File: config.mk
export PLATFORM = sky130hd
export DESIGN_NAME = evq_writer
export DESIGN_NICKNAME = d
export VERILOG_FILES = /design/src/rtl/evq_pkg.sv /design/src/rtl/evq_slot.sv /design/src/rtl/evq_advance.sv /design/src/rtl/evq_writer.sv
export SDC_FILE = /design/constraint.sdc
export NUM_CORES = 1
export LEC_CHECK = 0
export BUFFER_PORTS_ARGS = -buffer_cell sky130_fd_sc_hd__buf_4
export CORE_MARGIN = 1
export CORE_UTILIZATION = 55
export DETAILED_ROUTE_END_ITERATION = 12
export GPL_TIMING_DRIVEN = 1
export PLACE_DENSITY = 0.87
export SLEW_MARGIN = 0
export SYNTH_ARGS = -nofsm -noshare
export SYNTH_HDL_FRONTEND = slang
export SYNTH_SLANG_ARGS = --single-unit
File: constraint.sdc
create_clock -name clk -period 5.45 [get_ports clk]
set_input_delay 0.8175 -clock clk [delete_from_list [all_inputs] [get_ports clk]]
set_output_delay 0.8175 -clock clk [all_outputs]
set_load 0.02 [all_outputs]
File: src/rtl/evq_pkg.sv
package evq_pkg;

    typedef enum logic [1:0] {
        ST_IDLE = 2'd0,
        ST_SEND = 2'd1,
        ST_WAIT = 2'd2
    } evq_state_t;

    // Queue word: generation bit on top, event payload below.
    function automatic logic [31:0] evq_form_word(input logic gen, input logic [31:0] data);
        return {gen, data[30:0]};
    endfunction

    // Big-endian lane order: lane 0 (lowest address) carries bits 31:24.
    function automatic logic [31:0] evq_to_lanes(input logic [31:0] w);
        return {w[7:0], w[15:8], w[23:16], w[31:24]};
    endfunction

endpackage

File: src/rtl/evq_slot.sv
module evq_slot #(
    parameter int ADDR_W = 32,
    parameter int SZ_W   = 3,
    parameter int IDX_W  = 14
) (
    input  logic [ADDR_W-1:0] base,
    input  logic [SZ_W-1:0]   size_eff,
    input  logic [IDX_W-1:0]  index_raw,
    input  logic              gen,
    input  logic [31:0]       data,
    output logic [IDX_W-1:0]  slot_mask,
    output logic [IDX_W-1:0]  index_red,
    output logic [ADDR_W-1:0] addr,
    output logic [31:0]       lanes
);
    import evq_pkg::*;

    localparam int LOG_MIN = 10;

    for (genvar b = 0; b < IDX_W; b++) begin : g_mask
        assign slot_mask[b] = (32'(size_eff) + 32'(LOG_MIN)) > 32'(b);
    end

    assign index_red = index_raw & slot_mask;
    assign addr      = base + ADDR_W'({index_red, 2'b00});
    assign lanes     = evq_to_lanes(evq_form_word(gen, data));

endmodule

File: src/rtl/evq_advance.sv
module evq_advance #(
    parameter int IDX_W = 14
) (
    input  logic [IDX_W-1:0] index_red,
    input  logic [IDX_W-1:0] slot_mask,
    input  logic             gen,
    output logic [IDX_W-1:0] next_index,
    output logic             next_gen,
    output logic             wrapped
);
    logic [IDX_W-1:0] bumped;

    assign bumped     = index_red + IDX_W'(1);
    assign next_index = bumped & slot_mask;
    assign wrapped    = (next_index == '0);
    assign next_gen   = gen ^ wrapped;

endmodule

File: src/rtl/evq_writer.sv
module evq_writer #(
    parameter int ADDR_W        = 32,
    parameter int SZ_W          = 3,
    parameter int MAX_SIZE_CODE = 4,
    localparam int IDX_W        = MAX_SIZE_CODE + 10
) (
    input  logic              clk,
    input  logic              rst,
    input  logic              req_valid,
    output logic              req_ready,
    input  logic [31:0]       req_data,
    input  logic [ADDR_W-1:0] cfg_base,
    input  logic [SZ_W-1:0]   cfg_size,
    input  logic [IDX_W-1:0]  cfg_index,
    input  logic              cfg_gen,
    output logic              mem_valid,
    input  logic              mem_ready,
    output logic [ADDR_W-1:0] mem_addr,
    output logic [31:0]       mem_wdata,
    input  logic              mem_rsp_valid,
    input  logic              mem_rsp_err,
    output logic              done,
    output logic              done_err,
    output logic [IDX_W-1:0]  out_index,
    output logic              out_gen,
    output logic              out_flip_we,
    output logic              out_flip
);
    import evq_pkg::*;

    typedef struct packed {
        logic [ADDR_W-1:0] base;
        logic [SZ_W-1:0]   size;
        logic [IDX_W-1:0]  index;
        logic              gen;
        logic [31:0]       data;
    } evq_req_t;

    evq_state_t       state_q;
    evq_req_t         req_q;
    logic [SZ_W-1:0]  size_clamped;
    logic [IDX_W-1:0] slot_mask, index_red, next_index;
    logic             next_gen, wrapped;

    assign size_clamped = (32'(cfg_size) > MAX_SIZE_CODE) ? SZ_W'(MAX_SIZE_CODE) : cfg_size;

    evq_slot #(.ADDR_W(ADDR_W), .SZ_W(SZ_W), .IDX_W(IDX_W)) u_slot (
        .base      (req_q.base),
        .size_eff  (req_q.size),
        .index_raw (req_q.index),
        .gen       (req_q.gen),
        .data      (req_q.data),
        .slot_mask (slot_mask),
        .index_red (index_red),
        .addr      (mem_addr),
        .lanes     (mem_wdata)
    );

    evq_advance #(.IDX_W(IDX_W)) u_adv (
        .index_red  (index_red),
        .slot_mask  (slot_mask),
        .gen        (req_q.gen),
        .next_index (next_index),
        .next_gen   (next_gen),
        .wrapped    (wrapped)
    );

    assign req_ready = (state_q == ST_IDLE);
    assign mem_valid = (state_q == ST_SEND);

    always_ff @(posedge clk) begin
        if (rst) begin
            state_q     <= ST_IDLE;
            req_q       <= '0;
            done        <= 1'b0;
            done_err    <= 1'b0;
            out_index   <= '0;
            out_gen     <= 1'b0;
            out_flip_we <= 1'b0;
            out_flip    <= 1'b0;
        end else begin
            done <= 1'b0;
            case (state_q)
                ST_IDLE: begin
                    if (req_valid) begin
                        req_q.base  <= cfg_base;
                        req_q.size  <= size_clamped;
                        req_q.index <= cfg_index;
                        req_q.gen   <= cfg_gen;
                        req_q.data  <= req_data;
                        state_q     <= ST_SEND;
                    end
                end
                ST_SEND: begin
                    if (mem_ready) state_q <= ST_WAIT;
                end
                ST_WAIT: begin
                    if (mem_rsp_valid) begin
                        state_q  <= ST_IDLE;
                        done     <= 1'b1;
                        done_err <= mem_rsp_err;
                        if (mem_rsp_err) begin
                            out_index   <= index_red;
                            out_gen     <= req_q.gen;
                            out_flip_we <= 1'b0;
                            out_flip    <= req_q.gen;
                        end else begin
                            out_index   <= next_index;
                            out_gen     <= next_gen;
                            out_flip_we <= wrapped;
                            out_flip    <= next_gen;
                        end
                    end
                end
                default: state_q <= ST_IDLE;
            endcase
        end
    end

endmodule

**Word-level counts from Yosys, hierarchy flattened**

Cells that the tools add are included.

- Input port bits: 88
- Memories kept: 0
- Latch bits: 0
- Bits in writable memories: 0
- Output and inout port bits: 85
- Bits in registers: 101
- Word-level logic and storage cells: 53
- ROM bits: 0

- Bitwise operators: 4
- $lt $le $gt $ge: 15
- Multiply operators: 0
- Equal/unequal tests: 5
- Reduce and logical (&&, ||, !) cells: 6
- Shift-type cells: 0
- Div/mod/pow operators: 0
- Muxes and demuxes: 9
- $add $sub $neg: 3

Operators by type and width:

| cell | count |
|---|---|
| $gt A32 B4 Y1 const B | 6 |
| $gt A32 B3 Y1 const B | 4 |
| $gt A32 B2 Y1 const B | 2 |
| $add A32 B16 Y32 | 1 |
| $gt A32 B1 Y1 const B | 1 |
| $and A14 B14 Y14 | 2 |
| $add A14 B1 Y14 const B | 1 |
| $logic_not A14 Y1 | 1 |
| $mux W14 | 1 |
| $mux W2 | 3 |
| $pmux W2 S3 | 1 |
| $add A3 B4 Y5 const B | 1 |
| $gt A5 B1 Y1 const B | 1 |
| $ne A2 B2 Y1 const B | 2 |
| $reduce_and A2 Y1 | 2 |
| $gt A3 B3 Y1 const B | 1 |
| $mux W1 | 3 |
| $mux W3 | 1 |
| $reduce_and A3 Y1 | 1 |
| $eq A2 B1 Y1 const B | 1 |
| $eq A2 B2 Y1 const B | 1 |
| $logic_not A2 Y1 | 1 |
| $ne A2 B1 Y1 const B | 1 |
| $reduce_or A2 Y1 | 1 |
| 2 further kinds | 2 |

**Depth between registers and ports, before layout**

- Depth after elaboration: 8
- Gate-level depth with buffers: 15
- Gate-level depth less buffers: 13

**By module**

A second synthesis with hierarchy kept.

- Cell total of the unflattened synthesis: 705
- Area total of the unflattened synthesis: 5627.9 µm²

Modules (own cells, without submodules):

| module | sequential area each (µm²) | area an instance (µm²) | cells each | times used |
|---|---|---|---|---|
| evq_writer | 2042.0 | 3777.4 | 447 | 1 |
| evq_slot | 0.0 | 1470.2 | 203 | 1 |
| evq_advance | 0.0 | 380.4 | 55 | 1 |

**Worst setup path after synthesis**

OpenSTA, ideal clock, no wires.

- Kind: reg-to-output
- Start point: reg req_q[48] in the netlist's numbering
- End point: out mem_addr[19]
- Stages on the path, launching flop included: 15
- Path slack: 1399 ps
- Path buffers: 2
- Data arrival time: 3234 ps
- Data required time: 4633 ps
- Path through: dfxtp_1 -> ha_1 -> nand2b_1 -> buf_4 -> buf_2 -> and2_1 -> ha_1 -> a211o_1 -> o211ai_1 -> nand2_1 -> a31oi_1 -> o21ai_0 -> a31o_2 -> and4_1 -> xor2_1

- Word-level cells in the longest chain between the ends: 4

RTL lines:

| what | RTL line | RTL |
|---|---|---|
| from (decl) | evq_writer.sv:40 | `evq_req_t req_q;` |
| $add A3 B4 Y5 * | evq_slot.sv:21 | `assign slot_mask[b] = (32'(size_eff) + 32'(LOG_MIN)) > 32'(b);` |
| $gt A32 B1 Y1, or another cell as far along | evq_slot.sv:21 |  |
| $and A14 B14 Y14 * | evq_slot.sv:24 | `assign index_red = index_raw & slot_mask;` |
| $add A32 B16 Y32 * | evq_slot.sv:25 | `assign addr = base + ADDR_W'({index_red, 2'b00});` |
| to (decl) | evq_writer.sv:18 | `output logic [ADDR_W-1:0] mem_addr,` |

Every way passes the cells marked *; elsewhere a longest branch is shown, timed or not.

**Worst setup path in the final report**

Same ends and word-level chain as after synthesis.

==> impl_metrics.env <==
export IMPL_run_status="completed"
export IMPL_design_power_total_w=0.001676
export IMPL_remaining_drc_errors=0
export IMPL_numClockSinks=101
export IMPL_max_freq_ghz=0.2069
export IMPL_post_synthesis_mean_instance_area_um2=7.651
export IMPL_via_count=5118
export IMPL_placed_cell_area_mm2=0.006454
export IMPL_cts_tree="built"
export IMPL_hold_path_class="register to register"
export IMPL_die_area_mm2=0.01022
export IMPL_synth_top_cell_area_share=0.3743
export IMPL_fin_tns_setup_ps=0
export IMPL_cp_arrival_ps=4020
export IMPL_synthArstFlopShare=0
export IMPL_groute_usage_overall=0.2738
export IMPL_cts_hold_repair_buffers=0
export IMPL_n_antenna_cell=0
export IMPL_slew_viol_final=0
export IMPL_synth_distinct_cells=59
export IMPL_synth_net_count=813
export IMPL_avgRoutedWirePerCell_um=14.43
export IMPL_placement_setup_worst_slack_ps=1114
export IMPL_max_fo_critical_path=8
export IMPL_routed_wirelength_mm=13.75
export IMPL_min_to="req_q[29]"
export IMPL_row_cnt=35
export IMPL_finish_net_count=926
export IMPL_r2r_start="req_q[48]"
export IMPL_dieHeight_um=101.1
export IMPL_yosysWarnings=0
export IMPL_placeableCoreArea_mm2=0.009371
export IMPL_globalRoute_totalOverflow=0
export IMPL_synth_flop_cell="dfxtp_1"
export IMPL_synth_seq_cells=101
export IMPL_timing_reg2reg_setup_slack_ps=1660
export IMPL_ys_top_cells_by_area="dfxtp_1, nand2_1, a21oi_1"
export IMPL_seq_area_frac_synth=0.3743
export IMPL_muxShareOfSynthArea=0.009729
export IMPL_synthesis_area_mm2=0.005401
export IMPL_largest_family_of_logic_cells_by_synthesized_area="simple AND/OR/NAND/NOR gates"
export IMPL_cts_root_buffer="clkbuf_8"
export IMPL_timing_rr_end="out_flip"
export IMPL_initial_utilization=0.5764
export IMPL_irDropWorstVdd_mv=0.1800
export IMPL_drtIter0Drc=242
export IMPL_post_synth_xor_area_fraction=0.07297
export IMPL_r2r_worst_path_cells=12
export IMPL_finish_instance_area_mm2=0.006668
export IMPL_measured_slew_at_the_worst_slew_check_pin_ps=1018
export IMPL_critical_path_endpoint_type="primary output"
export IMPL_fin_worst_skew_ps=16.56
export IMPL_antenna_left=0
export IMPL_post_route_min_period_ps=4833
export IMPL_clock_path_buffers=2
export IMPL_synth_compound_area_share=0.1603
export IMPL_finalSetupViolations=0
export IMPL_synth_enable_flop_cells=0
export IMPL_worst_ep_required_time_ps=4630
export IMPL_synth_cells=706
export IMPL_timing_final_crit_share=0.8867
export IMPL_layout_cells_most_common="nand2_1"
export IMPL_grt_first_pass_wirelength_mm=22.25
export IMPL_start_kind="register"
export IMPL_antenna_found_initial=0
export IMPL_via_density=5.370
export IMPL_resized_cells_post_cts=0
export IMPL_p_per_area_mw_per_mm2=251.3
export IMPL_first_global_vias=4921
export IMPL_cts_made_buffers=9
export IMPL_post_synth_top_area_cell="dfxtp_1"
export IMPL_buffer_ports_inserted=171
export IMPL_cts_htree_levels=3
export IMPL_post_route_cells_drive_above_1_share=0.2512
export IMPL_worst_hold_startpoint="req_q[29]"
export IMPL_firstDrtPassIters=5
export IMPL_drv_cap=0
export IMPL_clock_insertion_delay_worst_skew_ps=370
export IMPL_synth_simple_gate_area_frac=0.2481
export IMPL_dp_cells=937
export IMPL_holdPathStages=2
export IMPL_leakage_component_of_the_power_nw=2.936
export IMPL_hpwl_after_detailed_placement_mm=10.11
export IMPL_floorplan_io_pins=173
export IMPL_timing_final_hold_violations=0
export IMPL_synthToLayoutAreaGrowth_pct=23.44
export IMPL_relSlewSlack=0.3210
export IMPL_grt_setup_unrepaired="false"
export IMPL_postLayoutSetupSlackWorst_ps=617.5
export IMPL_layoutNonFillerInstCount=953
export IMPL_die_x_um=101.1
export IMPL_synth_adder_area_share=0.04726
export IMPL_clk_pin_slew_ps=100
export IMPL_pin_count_of_the_biggest_net_entering_global_routing=102
export IMPL_mostFrequentLayoutCells="nand2_1, buf_4, a21oi_1, dfxtp_1, nor2_1"
export IMPL_cts_repair_timing_setup_buffer_count=0
export IMPL_place_congestion=0.9050
export IMPL_criticalPathCategory="register to primary output"
[layer usage]
layer / wire (µm) / share of wire / vias to the layer above / track usage
met1: 5527 / 0.40 / 2355 / 0.3085
met4: 305 / 0.022 / 0 / 0.1026
li1: - / - / 2561 / -
met3: 869 / 0.063 / 26 / 0.07628
met5: 0 / 0 / - / 0
met2: 7047 / 0.51 / 176 / 0.4908
[flip-flops by register name (all words and copies together) (netlist names)]
register	cells
done	1
done_err	1
out_flip	1
out_flip_we	1
out_index	14
req_q	81
state_q	2
[cell usage after synthesis, types with 11 or more instances]
cell and count:
a21oi_1 102, xor2_1 15, nand2_1 189, nor3_1 11
nand3_1 12, inv_1 13, ha_1 18, dfxtp_1 101
nor2_1 38, xnor2_1 30, clkbuf_1 30, buf_4 38
[stage by stage]
| stage | utilization | hold slack, ps |
|---|---|---|
| floorplan | - | 436.3 |
| global route | 0.7115 | 479.5 |
| CTS | 0.7115 | 462.3 |
| global placement | 0.6887 | 442.0 |
| finish | 0.7115 | 461.0 |
| detailed placement | 0.6887 | 446.6 |
[worst max path at each step]
stage               from            to  slack, ps  depth (start not counted)
6_report       req_q[48]  mem_addr[19]        620                         14
4_1_cts        req_q[48]  mem_addr[19]        700                         14
2_1_floorplan  req_q[48]  mem_addr[19]       1400                         14
3_3_place_gp   req_q[48]  mem_addr[19]       1230                         14
3_5_place_dp   req_q[48]  mem_addr[19]       1110                         14
5_1_grt        req_q[48]  mem_addr[19]        350                         14
[where the power goes]
part           leakage, nW  internal (W)  switching, W
registers            0.827      0.000779     0.0000388
logic                 2.00      0.000155      0.000199
clock network        0.109      0.000233      0.000271
total                 2.94       0.00117      0.000508
[final cells by class]
cell class | instances | area [µm²]
fill | 792 | 2704
sequential | 101 | 2022
inverter | 14 | 52.55
clock inverter | 6 | 76.32
clock buffer | 10 | 137.6
timing repair buffer | 174 | 1306
tap | 129 | 161.4
multi-input combinational | 519 | 2912
[cells by family after synthesis]
kind of cell | count (synthesis)
AND/OR/NAND/NOR | 302
XOR/XNOR | 45
adder cells (fa/ha/maj) | 20
buffers and inverters | 86
AO/OA/AOI/OAI | 147
multiplexers | 5
flip-flops | 101
[worst max-delay path, stage by stage, from the launching register on]
cell and delay (ps):
dfxtp_1 380, inv_1 150, ha_1 180, a31oi_1 110, o21ai_1 390, inv_1 130, ha_1 370, a21o_1 200
a21o_1 170, a221oi_1 410, o21ai_0 220, a31o_2 360, and4_1 230, xor2_1 180, buf_4 180
No activity file was read; power rests on OpenSTA's default activity.
